[src/rtl/spm_pkg.sv]
package spm_pkg;

    // Per-region enables; bit 0 read, bit 1 write, bit 2 execute.
    typedef struct packed {
        logic x;
        logic w;
        logic r;
    } perm_t;

    localparam logic [1:0] SEL_LOCK = 2'd0;
    localparam logic [1:0] SEL_CFG  = 2'd1;
    localparam logic [1:0] SEL_CTRL = 2'd2;
    localparam logic [1:0] SEL_STAT = 2'd3;

    localparam int CFG_LO_LSB    = 0;
    localparam int CFG_HI_LSB    = 3;
    localparam int CFG_SPLIT_LSB = 6;

    localparam int CTRL_EN   = 0;
    localparam int CTRL_CLR  = 1;
    localparam int CTRL_PEND = 2;

    localparam int ST_FETCH = 29;
    localparam int ST_SUB   = 30;
    localparam int ST_WRITE = 31;

    // Which enable an access needs: fetch > write > read.
    function automatic logic access_ok(perm_t p, logic is_wr, logic is_fx);
        if (is_fx)      return p.x;
        else if (is_wr) return p.w;
        else            return p.r;
    endfunction

endpackage

[src/rtl/spm_cfg.sv]
module spm_cfg
    import spm_pkg::*;
#(
    parameter int SPLIT_W = 11,
    parameter int WORDS   = 1024
) (
    input  logic               clk,
    input  logic               rst_n,
    input  logic               cfg_wr,
    input  logic               lock_wr,
    input  logic               lock_bit,
    input  logic [SPLIT_W-1:0] new_split,
    input  perm_t              new_lo,
    input  perm_t              new_hi,
    output logic               locked,
    output perm_t              lo_perm,
    output perm_t              hi_perm,
    output logic [SPLIT_W-1:0] split_off
);

    localparam logic [31:0] WORDS_V = 32'(WORDS);

    typedef struct packed {
        logic               lock;
        perm_t              lo;
        perm_t              hi;
        logic [SPLIT_W-1:0] split;
    } cfg_t;

    cfg_t cfg_d, cfg_q;
    logic split_in_range;

    always_comb begin
        split_in_range = (32'(new_split) < WORDS_V);
        cfg_d = cfg_q;
        if (lock_wr && lock_bit) begin
            cfg_d.lock = 1'b1;
        end
        if (cfg_wr && !cfg_q.lock && split_in_range) begin
            cfg_d.lo    = new_lo;
            cfg_d.hi    = new_hi;
            cfg_d.split = new_split;
        end
    end

    always_ff @(posedge clk or negedge rst_n) begin
        if (!rst_n) begin
            cfg_q.lock  <= 1'b0;
            cfg_q.lo    <= '1;
            cfg_q.hi    <= '1;
            cfg_q.split <= '0;
        end else begin
            cfg_q <= cfg_d;
        end
    end

    assign locked    = cfg_q.lock;
    assign lo_perm   = cfg_q.lo;
    assign hi_perm   = cfg_q.hi;
    assign split_off = cfg_q.split;

endmodule

[src/rtl/spm_check.sv]
module spm_check
    import spm_pkg::*;
#(
    parameter int                ADDR_W    = 32,
    parameter logic [ADDR_W-1:0] WIN_LO    = 32'h0000_1000,
    parameter logic [ADDR_W-1:0] WIN_BYTES = 32'h0000_1000,
    parameter int                OFF_W     = 10,
    parameter int                SPLIT_W   = OFF_W + 1
) (
    input  logic               acc_valid,
    input  logic [ADDR_W-1:0]  acc_addr,
    input  logic               acc_write,
    input  logic               acc_fetch,
    input  perm_t              lo_perm,
    input  perm_t              hi_perm,
    input  logic [SPLIT_W-1:0] split_off,
    output logic               viol,
    output logic [OFF_W-1:0]   word_off
);

    logic [ADDR_W-1:0] rel;
    logic              in_win;
    logic              upper;
    perm_t             sel_perm;

    always_comb begin
        // Unsigned wrap makes one compare cover both window edges.
        rel      = acc_addr - WIN_LO;
        in_win   = (rel < WIN_BYTES);
        word_off = rel[OFF_W+1:2];
        upper    = ({1'b0, word_off} >= split_off);
        sel_perm = upper ? hi_perm : lo_perm;
        viol     = acc_valid && in_win && !access_ok(sel_perm, acc_write, acc_fetch);
    end

endmodule

[src/rtl/spm_fault.sv]
module spm_fault #(
    parameter int OFF_W = 10
) (
    input  logic             clk,
    input  logic             rst_n,
    input  logic             ctrl_wr,
    input  logic             en_bit,
    input  logic             clr_bit,
    input  logic             viol,
    input  logic [OFF_W-1:0] word_off,
    input  logic             acc_write,
    input  logic             acc_fetch,
    input  logic             acc_sub,
    output logic             irq_en,
    output logic             clr_held,
    output logic             pending,
    output logic [OFF_W-1:0] st_off,
    output logic             st_write,
    output logic             st_fetch,
    output logic             st_sub
);

    typedef struct packed {
        logic             en;
        logic             clr;
        logic             pend;
        logic [OFF_W-1:0] off;
        logic             wr;
        logic             fx;
        logic             sub;
    } flt_t;

    flt_t flt_d, flt_q;

    always_comb begin
        flt_d = flt_q;
        if (ctrl_wr) begin
            flt_d.en  = en_bit;
            flt_d.clr = clr_bit;
        end
        if (flt_d.clr) begin
            flt_d.pend = 1'b0;
        end else if (viol) begin
            flt_d.pend = 1'b1;
            if (!flt_q.pend) begin
                flt_d.off = word_off;
                flt_d.wr  = acc_write;
                flt_d.fx  = acc_fetch;
                flt_d.sub = acc_sub;
            end
        end
    end

    always_ff @(posedge clk or negedge rst_n) begin
        if (!rst_n) begin
            flt_q <= '0;
        end else begin
            flt_q <= flt_d;
        end
    end

    assign irq_en   = flt_q.en;
    assign clr_held = flt_q.clr;
    assign pending  = flt_q.pend;
    assign st_off   = flt_q.off;
    assign st_write = flt_q.wr;
    assign st_fetch = flt_q.fx;
    assign st_sub   = flt_q.sub;

endmodule

[src/rtl/split_perm_mon.sv]
module split_perm_mon
    import spm_pkg::*;
#(
    parameter int                ADDR_W    = 32,
    parameter logic [ADDR_W-1:0] WIN_LO    = 32'h0000_1000,
    parameter logic [ADDR_W-1:0] WIN_BYTES = 32'h0000_1000
) (
    input  logic              clk,
    input  logic              rst_n,
    input  logic [1:0]        reg_sel,
    input  logic              reg_we,
    input  logic [31:0]       reg_wdata,
    output logic [31:0]       reg_rdata,
    input  logic              acc_valid,
    input  logic [ADDR_W-1:0] acc_addr,
    input  logic              acc_write,
    input  logic              acc_fetch,
    input  logic              acc_sub,
    output logic              irq
);

    localparam int WORDS   = int'(WIN_BYTES / 4);
    localparam int OFF_W   = $clog2(WORDS);
    localparam int SPLIT_W = OFF_W + 1;
    localparam int USED_W  = CFG_SPLIT_LSB + SPLIT_W;

    logic               locked;
    perm_t              lo_perm, hi_perm;
    logic [SPLIT_W-1:0] split_off;
    logic               viol;
    logic [OFF_W-1:0]   word_off;
    logic               irq_en, clr_held, pending;
    logic [OFF_W-1:0]   st_off;
    logic               st_write, st_fetch, st_sub;
    logic               cfg_wr, lock_wr, ctrl_wr;
    logic               unused_wd;

    assign cfg_wr    = reg_we && (reg_sel == SEL_CFG);
    assign lock_wr   = reg_we && (reg_sel == SEL_LOCK);
    assign ctrl_wr   = reg_we && (reg_sel == SEL_CTRL);
    assign unused_wd = ^reg_wdata[31:USED_W];

    spm_cfg #(
        .SPLIT_W (SPLIT_W),
        .WORDS   (WORDS)
    ) u_cfg (
        .clk       (clk),
        .rst_n     (rst_n),
        .cfg_wr    (cfg_wr),
        .lock_wr   (lock_wr),
        .lock_bit  (reg_wdata[0]),
        .new_split (reg_wdata[CFG_SPLIT_LSB +: SPLIT_W]),
        .new_lo    (perm_t'(reg_wdata[CFG_LO_LSB +: 3])),
        .new_hi    (perm_t'(reg_wdata[CFG_HI_LSB +: 3])),
        .locked    (locked),
        .lo_perm   (lo_perm),
        .hi_perm   (hi_perm),
        .split_off (split_off)
    );

    spm_check #(
        .ADDR_W    (ADDR_W),
        .WIN_LO    (WIN_LO),
        .WIN_BYTES (WIN_BYTES),
        .OFF_W     (OFF_W),
        .SPLIT_W   (SPLIT_W)
    ) u_check (
        .acc_valid (acc_valid),
        .acc_addr  (acc_addr),
        .acc_write (acc_write),
        .acc_fetch (acc_fetch),
        .lo_perm   (lo_perm),
        .hi_perm   (hi_perm),
        .split_off (split_off),
        .viol      (viol),
        .word_off  (word_off)
    );

    spm_fault #(
        .OFF_W (OFF_W)
    ) u_fault (
        .clk       (clk),
        .rst_n     (rst_n),
        .ctrl_wr   (ctrl_wr),
        .en_bit    (reg_wdata[CTRL_EN]),
        .clr_bit   (reg_wdata[CTRL_CLR]),
        .viol      (viol),
        .word_off  (word_off),
        .acc_write (acc_write),
        .acc_fetch (acc_fetch),
        .acc_sub   (acc_sub),
        .irq_en    (irq_en),
        .clr_held  (clr_held),
        .pending   (pending),
        .st_off    (st_off),
        .st_write  (st_write),
        .st_fetch  (st_fetch),
        .st_sub    (st_sub)
    );

    always_comb begin
        reg_rdata = '0;
        case (reg_sel)
            SEL_LOCK: reg_rdata[0] = locked;
            SEL_CFG: begin
                reg_rdata[CFG_LO_LSB +: 3]          = lo_perm;
                reg_rdata[CFG_HI_LSB +: 3]          = hi_perm;
                reg_rdata[CFG_SPLIT_LSB +: SPLIT_W] = split_off;
            end
            SEL_CTRL: begin
                reg_rdata[CTRL_EN]   = irq_en;
                reg_rdata[CTRL_CLR]  = clr_held;
                reg_rdata[CTRL_PEND] = pending;
            end
            default: begin
                reg_rdata[OFF_W+1:2] = st_off;
                reg_rdata[ST_FETCH]  = st_fetch;
                reg_rdata[ST_SUB]    = st_sub;
                reg_rdata[ST_WRITE]  = st_write;
            end
        endcase
    end

    assign irq = pending && irq_en;

endmodule

[config.mk]
export PLATFORM = sky130hd
export DESIGN_NAME = split_perm_mon
export DESIGN_NICKNAME = d
export VERILOG_FILES = /design/src/rtl/spm_pkg.sv /design/src/rtl/spm_cfg.sv /design/src/rtl/spm_check.sv /design/src/rtl/spm_fault.sv /design/src/rtl/split_perm_mon.sv
export SDC_FILE = /design/constraint.sdc
export NUM_CORES = 1
export LEC_CHECK = 0
export BUFFER_PORTS_ARGS = -buffer_cell sky130_fd_sc_hd__buf_2
export CORE_MARGIN = 2
export CORE_UTILIZATION = 52
export CTS_BUF_LIST = sky130_fd_sc_hd__clkbuf_8
export CTS_CLUSTER_SIZE = 14
export DETAILED_ROUTE_END_ITERATION = 12
export PLACE_DENSITY = 0.89
export SLEW_MARGIN = 20
export SYNTH_ARGS = -nofsm -noshare
export SYNTH_HDL_FRONTEND = slang
export SYNTH_HIERARCHICAL = 1
export SYNTH_SLANG_ARGS = --single-unit
[constraint.sdc]
create_clock -name clk -period 4.3 [get_ports clk]
set_input_delay 0.215 -clock clk [delete_from_list [all_inputs] [get_ports clk]]
set_output_delay 0.215 -clock clk [all_outputs]
set_load 0.02 [all_outputs]
== Yosys cells after proc, flatten, opt, wreduce, memory -nomap -nowiden ==
Cells that the tools add are included.
Word-level totals
  register bits: 34
  input port bits: 73
  output and inout port bits: 33
  word-level logic and storage cells: 52
Operators by class
  $add $sub $neg: 1
  magnitude comparators: 3
  eq/ne operators: 2
  muxes and demuxes: 13
  bitwise gates (word level): 2
  reductions and logical operators: 16
Operator list (number)
  32-bit by 13-bit less-than comparator with 1-bit output (second input constant): 1
  32-bit by 13-bit subtractor with 32-bit output (second input constant): 1
  9-bit case mux with 2 select lines: 1
  14-bit two-way mux: 1
  13-bit two-way mux: 1
  10-bit by 11-bit greater-or-equal comparator with 1-bit output: 1
  11-bit less-than comparator (second input constant): 1
  1-bit logical AND: 9
  3-bit two-way mux: 2
  1-bit case mux with 3 select lines: 2
  5-bit two-way mux: 1
  1-bit two-way mux: 4
  3-bit AND reduction: 1
  3-bit OR reduction: 1
  2-bit by 1-bit equality test with 1-bit output (second input constant): 1
  2-bit equality test (second input constant): 1
  1-bit logical NOT: 2
  2-bit logical NOT: 1
  1-bit inverter: 2
  1-bit case mux with 2 select lines: 1
  2-bit nonzero test: 1
  2-bit OR reduction: 1

== Depth between registers and ports, before layout ==
Gate-level depths: netlist of run 1.
  word-level depth: 9
  depth in mapped cells: 10
  gate-level depth less buffers: 9

== Hierarchy ==
Netlist of run 1, hierarchy kept.
By module, submodules not included
  spm_cfg: times used 1, cells an instance 38, area each 683.2 um^2, sequential area each 457.9 um^2
  spm_fault: times used 1, cells an instance 36, area each 639.4 um^2, sequential area each 400.4 um^2
  spm_check: times used 1, cells an instance 64, area each 459.2 um^2, sequential area each 0.0 um^2
  split_perm_mon: times used 1, cells an instance 51, area each 410.4 um^2, sequential area each 0.0 um^2

== Least setup slack after synthesis of run 1 ==
Ideal clock, no wire load.
  kind: register to register
  start point: register u_cfg.cfg_q, in the netlist u_cfg/split_off[4]
  end point: register u_fault.flt_q, in the netlist u_fault/st_fetch
  library setup time: 125 ps
  arrival time: 2053 ps
  required time: 4175 ps
  setup slack: 2122 ps
  stages on the path, launching flop included: 11
  path buffers: 1
  cell sequence: dfrtp_1 inv_1 ha_1 a21oi_1 o21ai_1 a21oi_1 or2_2 a221oi_2 nand3b_2 buf_6 mux2_4
On the way
  cells in the longest elaborated chain, start to end: 7
RTL lines
  from (decl): line spm_cfg.sv:30  | cfg_t cfg_d, cfg_q;
  from (signal assigned): line spm_cfg.sv:53  | cfg_q <= cfg_d;
  10-bit by 11-bit greater-or-equal comparator with 1-bit output *: line spm_check.sv:31  | upper = ({1'b0, word_off} >= split_off);
  3-bit two-way mux *: line spm_check.sv:32  | sel_perm = upper ? hi_perm : lo_perm;
  1-bit two-way mux: line spm_pkg.sv:30  | else if (is_wr) return p.w;
  1-bit two-way mux *: line spm_pkg.sv:29  | if (is_fx) return p.x;
  1-bit logical NOT *: line spm_check.sv:33  | viol = acc_valid && in_win && !access_ok(sel_perm, acc_write, acc_fetch);
  1-bit logical AND *: line spm_check.sv:33
  named net viol: line split_perm_mon.sv:30  | logic viol;
  3-bit AND reduction (no line) *
  to (signal assigned): line spm_fault.sv:58  | flt_q <= flt_d;
  to (decl): line spm_fault.sv:33  | flt_t flt_d, flt_q;
Mark *: on every way through the listed nets, which the timed path passes. The rest lies on a longest branch.
A chain may end at the register's enable or synchronous reset.

== Worst setup path in the final report of run 1 ==
  start point: register u_cfg.cfg_q, in the netlist u_cfg/split_off[2]
  end point: register u_fault.flt_q, in the netlist u_fault/st_off[5]
The elaborated chain is that of the path after synthesis.

==> results of run 1 <==
==> per-layer routing <==
metal  vias to the layer above  routed length (um)
met5                         -                   0
li1                        766                   -
met3                         7                 312
met1                       750                1950
met2                        66                1980
met4                         0                  69
==> power by group <==
part           internal [mW]  switching [mW]  leakage, nW
clock                  0.126           0.112       0.0538
sequential             0.377          0.0350        0.431
combinational          0.109           0.116        0.909
total                  0.611           0.263         1.39
==> through the flow <==
| step | util, % | total power, mW |
|---|---|---|
| final | 63.6 | 0.874 |
| after global routing | 63.6 | 0.934 |
| after CTS | 63.6 | 0.886 |
| after detailed placement | 61.4 | 0.642 |
| after global placement | 61.4 | 0.629 |
| after floorplan | - | 0.575 |
==> cells in the mapped netlist, types with 2 or more instances <==
cell,n
inv_1,13
nor2_1,7
and2_2,6
nor4b_2,2
o21ai_0,3
buf_4,22
o21ai_1,2
mux2_2,20
ha_1,15
dfrtp_1,28
buf_6,3
dfstp_2,6
mux2i_1,3
and2_1,6
mux2_4,10
nor4_1,3
a21o_1,2
nand2_1,5
a22o_2,9
nor2b_1,2
a22oi_1,2
a21oi_1,6
==> registers in the layout (all words and copies together) (netlist names) <==
register          count
u_fault/clr_held      1
u_cfg/hi_perm         3
u_cfg/locked          1
u_fault/st_fetch      1
u_fault/st_sub        1
u_fault/irq_en        1
u_cfg/split_off      11
u_fault/st_write      1
u_fault/st_off       10
u_cfg/lo_perm         3
u_fault/pending       1
==> worst register-to-register path, stage by stage (launching register included) <==
cell      delay (ps)
dfrtp_1          380
inv_1             50
ha_1             280
nand2_1           50
o21ai_1          140
a21oi_1          110
or2_2            300
a221oi_2         310
nand3b_2         440
mux2_4           440
==> kinds of logic after synthesis <==
| logic type | Yosys count | synth area share [%] |
|---|---|---|
| AOI/OAI and AO/OA | 28 | 9.76 |
| xor gates and xnor gates | 1 | 0.400 |
| adders and majority gates | 15 | 8.56 |
| buffers and inverters | 39 | 11.5 |
| DFF | 34 | 39.2 |
| muxes | 33 | 18.5 |
| other | 1 | 0.171 |
| and+or+nand+nor | 38 | 11.9 |
==> area by class of cell <==
cell class              instances  share of cell area, %
clock inverters                 2                  0.293
repair buffers                 76                   14.8
flip-flops and latches         34                   33.5
clock buffers                   6                   3.22
inverters                      13                   1.90
well taps                      50                   2.44
multi-input cells             127                   43.8
==> how the worst max path moves through the flow <==
| stage | startpoint | to | slack [ps] | depth (start not counted) |
|---|---|---|---|---|
| 2_1_floorplan | u_cfg/split_off[4]$_DFFE_PN0P_ | u_fault/st_fetch$_DFFE_PN0P_ | 2120 | 10 |
| 6_report | u_cfg/split_off[2]$_DFFE_PN0P_ | u_fault/st_off[5]$_DFFE_PN0P_ | 1700 | 9 |
| 3_3_place_gp | u_cfg/split_off[2]$_DFFE_PN0P_ | u_fault/st_sub$_DFFE_PN0P_ | 1770 | 9 |
| 4_1_cts | u_cfg/split_off[4]$_DFFE_PN0P_ | u_fault/st_off[4]$_DFFE_PN0P_ | 1730 | 9 |
| 3_5_place_dp | u_cfg/split_off[4]$_DFFE_PN0P_ | u_fault/st_off[6]$_DFFE_PN0P_ | 1750 | 9 |
| 5_1_grt | u_cfg/split_off[4]$_DFFE_PN0P_ | u_fault/st_off[5]$_DFFE_PN0P_ | 1480 | 9 |
==> results.md, run 1 <==
* Status: finished with violations
* Failing checks: negative hold slack
* Drt drc at 0
* Number of fill cells in the layout at 336
* First-pass iteration count of the detailed router at 4
* Num CTS Buffers at 5
* CTS Sinks at 34
* DP Area at 2470 sq um
* Avg Inst Size Synth at 11.6 sq um
* Leakage at 1.39 nW
* WP buf/inv at 1
* Worst endpoint data arrival time at 2770 ps
* Bufs on Longest Clock Path at 2
* Initial Utilization at 54.4%
* Main area contributors after synthesis: dfrtp_1 32%, mux2_2 10%, ha_1 8.6%
* Final hold slack at -13.5 ps
* Final Hold Viols at 8
* CTS tree: built
* Cell row count at 23
* Area of the multi-input gates at 1120 sq um
* Yosys top cell by area: dfrtp_1
* CP Class: register to register
* Final WL at 4310 um
* CP Capture Type: register
* Max cap viols at 0
* Placed instance count at 300
* Fmax at 384 MHz
* Post-synth EDFFs at 0
* R2r worst-path depth at 9
* 1st-iter DRT viols at 64
* Worst R2R Setup Slack at 1700 ps
* Met3 usage at 5.03%
* Area delta synth->final at 16.9%
* Routability Congestion at between 0.7 and 0.8
* Post CTS Setup Buffer Count at 0
* I/O Buffers at 76
* Worst r2r dst: u_fault/st_off[5]$_DFFE_PN0P_
* Unique masters post-synth at 36
* Vias per inst at 5.16
* Register area share after synthesis at 39.2%
* Storage element area at 858 sq um
* PD cells at approximately 340 nW/um^2
* Synth async-reset ratio at 100%
* Post-DP HPWL at 3310 um
* Min Tclk post-route at 2600 ps
* Final Instance Count excl. Fillers at just over 300
* Post-CTS sizing at 0
* Commonest non-fill, non-tap cell in the layout: buf_2
* Seq cells post-synth at 34
* Root buffer cell: clkbuf_8
* Yosys top cell area share at between 30% and 40%
* Largest net degree at the start of global routing at 35
* Req. time, crit path at roughly 4500 ps
* Setup Skew at 8.56 ps
* First-pass GRT wire length at 6900 um
* Max FO, Critical Path at 13
* CORE AREA at ~4000 sq um
* Routed Antenna Nets at 0
* Die ar. at 4750 sq um
* Critical-path top delay cell: nand3b_2
* Layout cells sized above 1 at 54.3%
* Via count at 1,589
* Gate Count Post-Synth at 189
* Most frequent cells in the layout: 76 x buf_2, 28 x dfrtp_1, 20 x mux2_2
* Crit share post-route at 60.5%
* Worst Setup Slack, final at 1700 ps
* Busiest grt layer: met2
* Post-route cell area at 2560 sq um
* Hold WC Path Type: input port to async pin
* Antenna violations before repair at 0
* Launch point of the worst reg-to-reg path: u_cfg/split_off[2]$_DFFE_PN0P_
* Pins over their slew limit at 0
* Largest stage delay on the critical path at around 440 ps
* Hold-fix buffers, CTS at 0
* Critical path startpoint category: register
* Setup TNS at 0 ps
* RSZ-0062 raised after global routing: false
* Global route overflow at 0
* Syn Std Cell Area at 2190 sq um
* # IOs at 106
* Peak VDD IR at 0.239 mV
* # setup viols final at 0
* Worst slew pin tran at slightly below 900 ps
* WL per Instance at 14.0 um
* Die Y at 68.9 um
* Slew headroom at between 40% and 50%
* Synth warn at 6
* Ant. Diodes at 0
* Layout Nets at 345
* Die width at 68.9 um
* Crit path cell chain: inv_1 > ha_1 > nand2_1 > o21ai_1 > a21oi_1 > or2_2 > a221oi_2 > nand3b_2 > mux2_4
* Worst path top cell family by delay: simple AND/OR/NAND/NOR gates
* Met2 GRT Util at roughly a third
* Primary FF master, synth: dfrtp_1
* Worst skew pair latency at slightly below 300 ps
* # H-tree levels at 2
* Number of global-route vias before repair at 1,522
* GR Layer Usage met1 at 26.3%
* Clock Pin Slew Worst Setup and Hold Paths at 70 ps
* Pre-CTS setup slack at 1750 ps
* Total Routing Usage GR at 20.1%
No activity file was read; power rests on OpenSTA's default activity.
==> inputs of run 2 (changes only) <==
--- a/config.mk
+++ b/config.mk
@@ -5,13 +5,14 @@
 export SDC_FILE = /design/constraint.sdc
 export NUM_CORES = 1
 export LEC_CHECK = 0
+export ABC_AREA = 1
 export BUFFER_PORTS_ARGS = -buffer_cell sky130_fd_sc_hd__buf_2
 export CORE_MARGIN = 2
-export CORE_UTILIZATION = 52
+export CORE_UTILIZATION = 51
 export CTS_BUF_LIST = sky130_fd_sc_hd__clkbuf_8
 export CTS_CLUSTER_SIZE = 14
 export DETAILED_ROUTE_END_ITERATION = 12
-export PLACE_DENSITY = 0.89
+export PLACE_DENSITY = 0.83
 export SLEW_MARGIN = 20
 export SYNTH_ARGS = -nofsm -noshare
 export SYNTH_HDL_FRONTEND = slang
==> constraint.sdc (replaced) <==
create_clock -name clk -period 2.5 [get_ports clk]
set_input_delay 0.125 -clock clk [delete_from_list [all_inputs] [get_ports clk]]
set_output_delay 0.125 -clock clk [all_outputs]
set_load 0.02 [all_outputs]
==> run 2 against run 1 <==
Against the previous run: the run now ends clean; wire length up 68%; clock skew up 5.9 ps; cell area up 30%; non-clock buffer count up 13; worst setup slack worse by 1600 ps; synthesized cell count up 120%; count of clock-buffer cells in the layout unchanged; die area up 28%; sequential share of layout area down 7.8 points; hold slack better by 72 ps; largest cell class unchanged.
==> results.md, run 2 <==
* First-pass GRT wire length at 10,900 um (was 6900 um)
* I/O Buffers at 76 (unchanged)
* Layout Nets at 586 (was 345)
* Commonest non-fill, non-tap cell in the layout: nand2_1 (was buf_2)
* CP dominant cell by count: nand2_1
* Fmax at 415 MHz (was 384 MHz)
* Via count at 2,896 (was 1,589)
* Primary FF master, synth: dfrtp_1 (unchanged)
* Seq cells post-synth at 34 (unchanged)
* Setup Skew at 14.5 ps (was 8.56 ps)
* Unique masters post-synth at 31 (was 36)
* Post-DP HPWL at 5050 um (was 3310 um)
* Final WL at 7270 um (was 4310 um)
* Gate Count Post-Synth at 423 (was 189)
* Largest net degree at the start of global routing at 35 (unchanged)
* Bufs on Longest Clock Path at 2 (unchanged)
* WL per Instance at 12.8 um (was 14.0 um)
* Worst R2R Setup Slack at 90 ps (was 1700 ps)
* Synth warn at 6 (unchanged)
* Pre-CTS setup slack at 89.9 ps (was 1750 ps)
* # setup viols final at 0 (unchanged)
* Yosys top cell area share at 25.1% (was 32.0%)
* Yosys top cell by area: dfrtp_1 (unchanged)
* Max cap viols at 0 (unchanged)
* PD cells at 563 nW/um^2 (was 341 nW/um^2)
* Area delta synth->final at 19.4% (was 16.9%)
* Crit path cell chain: inv_1 > ha_4 > nand2_1 > inv_1 > nand2_1 > nand2_1 > nand2_1 > o21ai_1 > nor2_2 > nand2_1 > nand3_1 > a21oi_1 > nor2_2 > inv_2 > nor2_4 > nand3_4 > nand2_1 > nand2_1 (was inv_1 > ha_1 > nand2_1 > o21ai_1 > a21oi_1 > or2_2 > a221oi_2 > nand3b_2 > mux2_4)
* Critical path startpoint category: register (unchanged)
* 1st-iter DRT viols at 254 (was 64)
* Max FO, Critical Path at 7 (was 13)
* Slew headroom at 47.8% (was 41.3%)
* Layout cells sized above 1 at 27.3% (was 54.3%)
* # H-tree levels at 2 (unchanged)
* Post-route cell area at 3340 sq um (was 2560 sq um)
* Post-synth EDFFs at 0 (unchanged)
* Pwr Total at 1.88 mW (was 0.874 mW)
* Die ar. at 6090 sq um (was 4750 sq um)
* Most frequent cells in the layout: 153 x nand2_1, 76 x buf_2, 55 x inv_1, 55 x nand3_1, 29 x nor2_1 (was 76 x buf_2, 28 x dfrtp_1, 20 x mux2_2)
* Cell row count at 26 (was 23)
* Number of global-route vias before repair at 2,510 (was 1,522)
* Min Tclk post-route at 2410 ps (was 2600 ps)
* Avg Inst Size Synth at 6.61 sq um (was 11.6 sq um)
* Num CTS Buffers at 5 (unchanged)
* Root buffer cell: clkbuf_8 (unchanged)
* Placed instance count at 550 (was 300)
* Worst Setup Slack, final at 88.3 ps (was 1700 ps)
* Routability Congestion at 0.860 (was 0.790)
* Req. time, crit path at 2680 ps (was 4470 ps)
* Largest stage delay on the critical path at 390 ps (was 440 ps)
* CP Capture Type: register (unchanged)
* CORE AREA at 5200 sq um (was 4030 sq um)
* Die width at 78.0 um (was 68.9 um)
* Critical-path top delay cell: dfrtp_1 (was nand3b_2)
* Hold WC Path Type: input port to register (was input port to async pin)
* Ant. Diodes at 0 (unchanged)
* Most numerous cell in the Yosys netlist: nand2_1 (was dfrtp_1)
* Synth cell count leaders: 157 x nand2_1, 55 x nand3_1, 54 x inv_1 (was 28 x dfrtp_1, 22 x buf_4, 20 x mux2_2)
* Leakage at 1.99 nW (was 1.39 nW)
* CP Class: register to register (unchanged)
* Total Routing Usage GR at 21.9% (was 20.1%)
* First-pass iteration count of the detailed router at 5 (was 4)
* Register area share after synthesis at 30.7% (was 39.2%)
* Die Y at 78.0 um (was 68.9 um)
* Crit share post-route at 96.5% (was 60.5%)
* DP Area at 3050 sq um (was 2470 sq um)
* Final Hold Viols at 0 (was 8)
* Initial Utilization at 53.7% (was 54.4%)
* Clock Pin Slew Worst Setup and Hold Paths at 70 ps (about the same)
* Worst slew pin tran at 783 ps (was 879 ps)
* Global route overflow at 0 (unchanged)
* Status: completed (was finished with violations)
* Routed Antenna Nets at 0 (unchanged)
* Antenna violations before repair at 0 (unchanged)
* # IOs at 106 (unchanged)
* Final Instance Count excl. Fillers at 569 (was 308)
* Main area contributors after synthesis: dfrtp_1 25%, nand2_1 21%, nand3_1 9.8% (was dfrtp_1 32%, mux2_2 10%, ha_1 8.6%)
* Pins over their slew limit at 0 (unchanged)
* Worst skew pair latency at 290 ps (about the same)
* Vias per inst at 5.09 (was 5.16)
* Post-Route Utilization at 64.1% (was 63.6%)
* Syn Std Cell Area at 2800 sq um (was 2190 sq um)
* Peak VDD IR at 0.243 mV (was 0.239 mV)
* Largest register FFs at 11 (unchanged)
* CTS tree: built (unchanged)
* CTS Sinks at 34 (unchanged)
* Worst endpoint data arrival time at 2590 ps (was 2770 ps)
* Synth async-reset ratio at 100% (unchanged)
* Drt drc at 0 (unchanged)
==> run 2: cell count changes in the layout (fill, tap and decap cells not counted), sizes merged, moves of 3 or more <==
| cell | change |
|---|---|
| mux2 | -30 |
| nand2 | +156 |
| mux2i | -3 |
| nor4 | -3 |
| and2 | -10 |
| inv | +42 |
| nor2b | -3 |
| nor2 | +40 |
| a21oi | -3 |
| a22o | -9 |
| nand3 | +58 |
| buf | +12 |
==> run 2: area by class of cell <==
class	count	area, sq um
fillers	472	1870
multi-input cells	312	1580
flip-flops and latches	34	858
repair buffers	89	484
inverters	56	210
well taps	70	87.6
clock buffers	6	82.6
clock inverters	2	33.8
==> run 2: critical path, delay by kind of cell (launching register included) <==
| family | cells | cell delay [ps] |
|---|---|---|
| DFF | 1 | 390 |
| adders and majority gates | 1 | 220 |
| AOI/OAI and AO/OA | 2 | 140 |
| and+or+nand+nor | 12 | 1320 |
| buffers and inverters | 3 | 230 |
==> run 2: cell families after synthesis <==
family / Yosys count / share of synthesized area, %
AO/OA/AOI/OAI: 11 / 2.33
XOR/XNOR: 1 / 0.313
adder cells (fa/ha/maj): 15 / 6.71
buffers and inverters: 89 / 17.3
flip-flops: 34 / 30.7
other: 1 / 0.134
AND/OR/NAND/NOR: 272 / 42.5
==> run 2: final timing paths <==
path                                            endpoint                      startpoint  depth (start not counted)
max                        u_fault/st_off[0]$_DFFE_PN0P_  u_cfg/split_off[6]$_DFFE_PN0P_                         18
min in group asynchronous  u_fault/st_off[5]$_DFFE_PN0P_                           rst_n                          2
max reg2reg                u_fault/st_off[0]$_DFFE_PN0P_  u_cfg/split_off[6]$_DFFE_PN0P_                         18
min                         u_cfg/hi_perm[1]$_DFFE_PN1P_                    reg_wdata[4]                          3
min reg2reg                 u_cfg/lo_perm[0]$_DFFE_PN1P_    u_cfg/lo_perm[0]$_DFFE_PN1P_                          2
max in group asynchronous       u_cfg/locked$_DFFE_PN0P_                           rst_n                          2
==> run 2: routing by layer <==
layer | GRT usage, % | share of wire [%] | up-vias
met2 | 36.3 | 50 | 168
li1 | - | - | 1412
met5 | 0 | 0 | -
met3 | 4.14 | 8.5 | 13
met4 | 5.96 | 1.2 | 0
met1 | 29.6 | 40 | 1303
==> run 2: timing repair <==
item                                    in CTS  in global routing
gates resized for setup                      0                 22
endpoints found under the hold margin       28                  0
endpoints found under the setup margin       0                 13
setup buffers                                0                  8
hold buffers                                 1                  0
==> run 2: through the flow <==
step	setup TNS [ps]	hold slack, ps
after global placement	0	226
after floorplan	0	-171
after global routing	-331	60.6
after detailed placement	0	241
after CTS	0	51.3
final	0	58.2
==> run 2: power by group <==
part / internal, mW / switching, mW
logic: 0.250 / 0.388
registers: 0.648 / 0.0723
clock network: 0.321 / 0.201
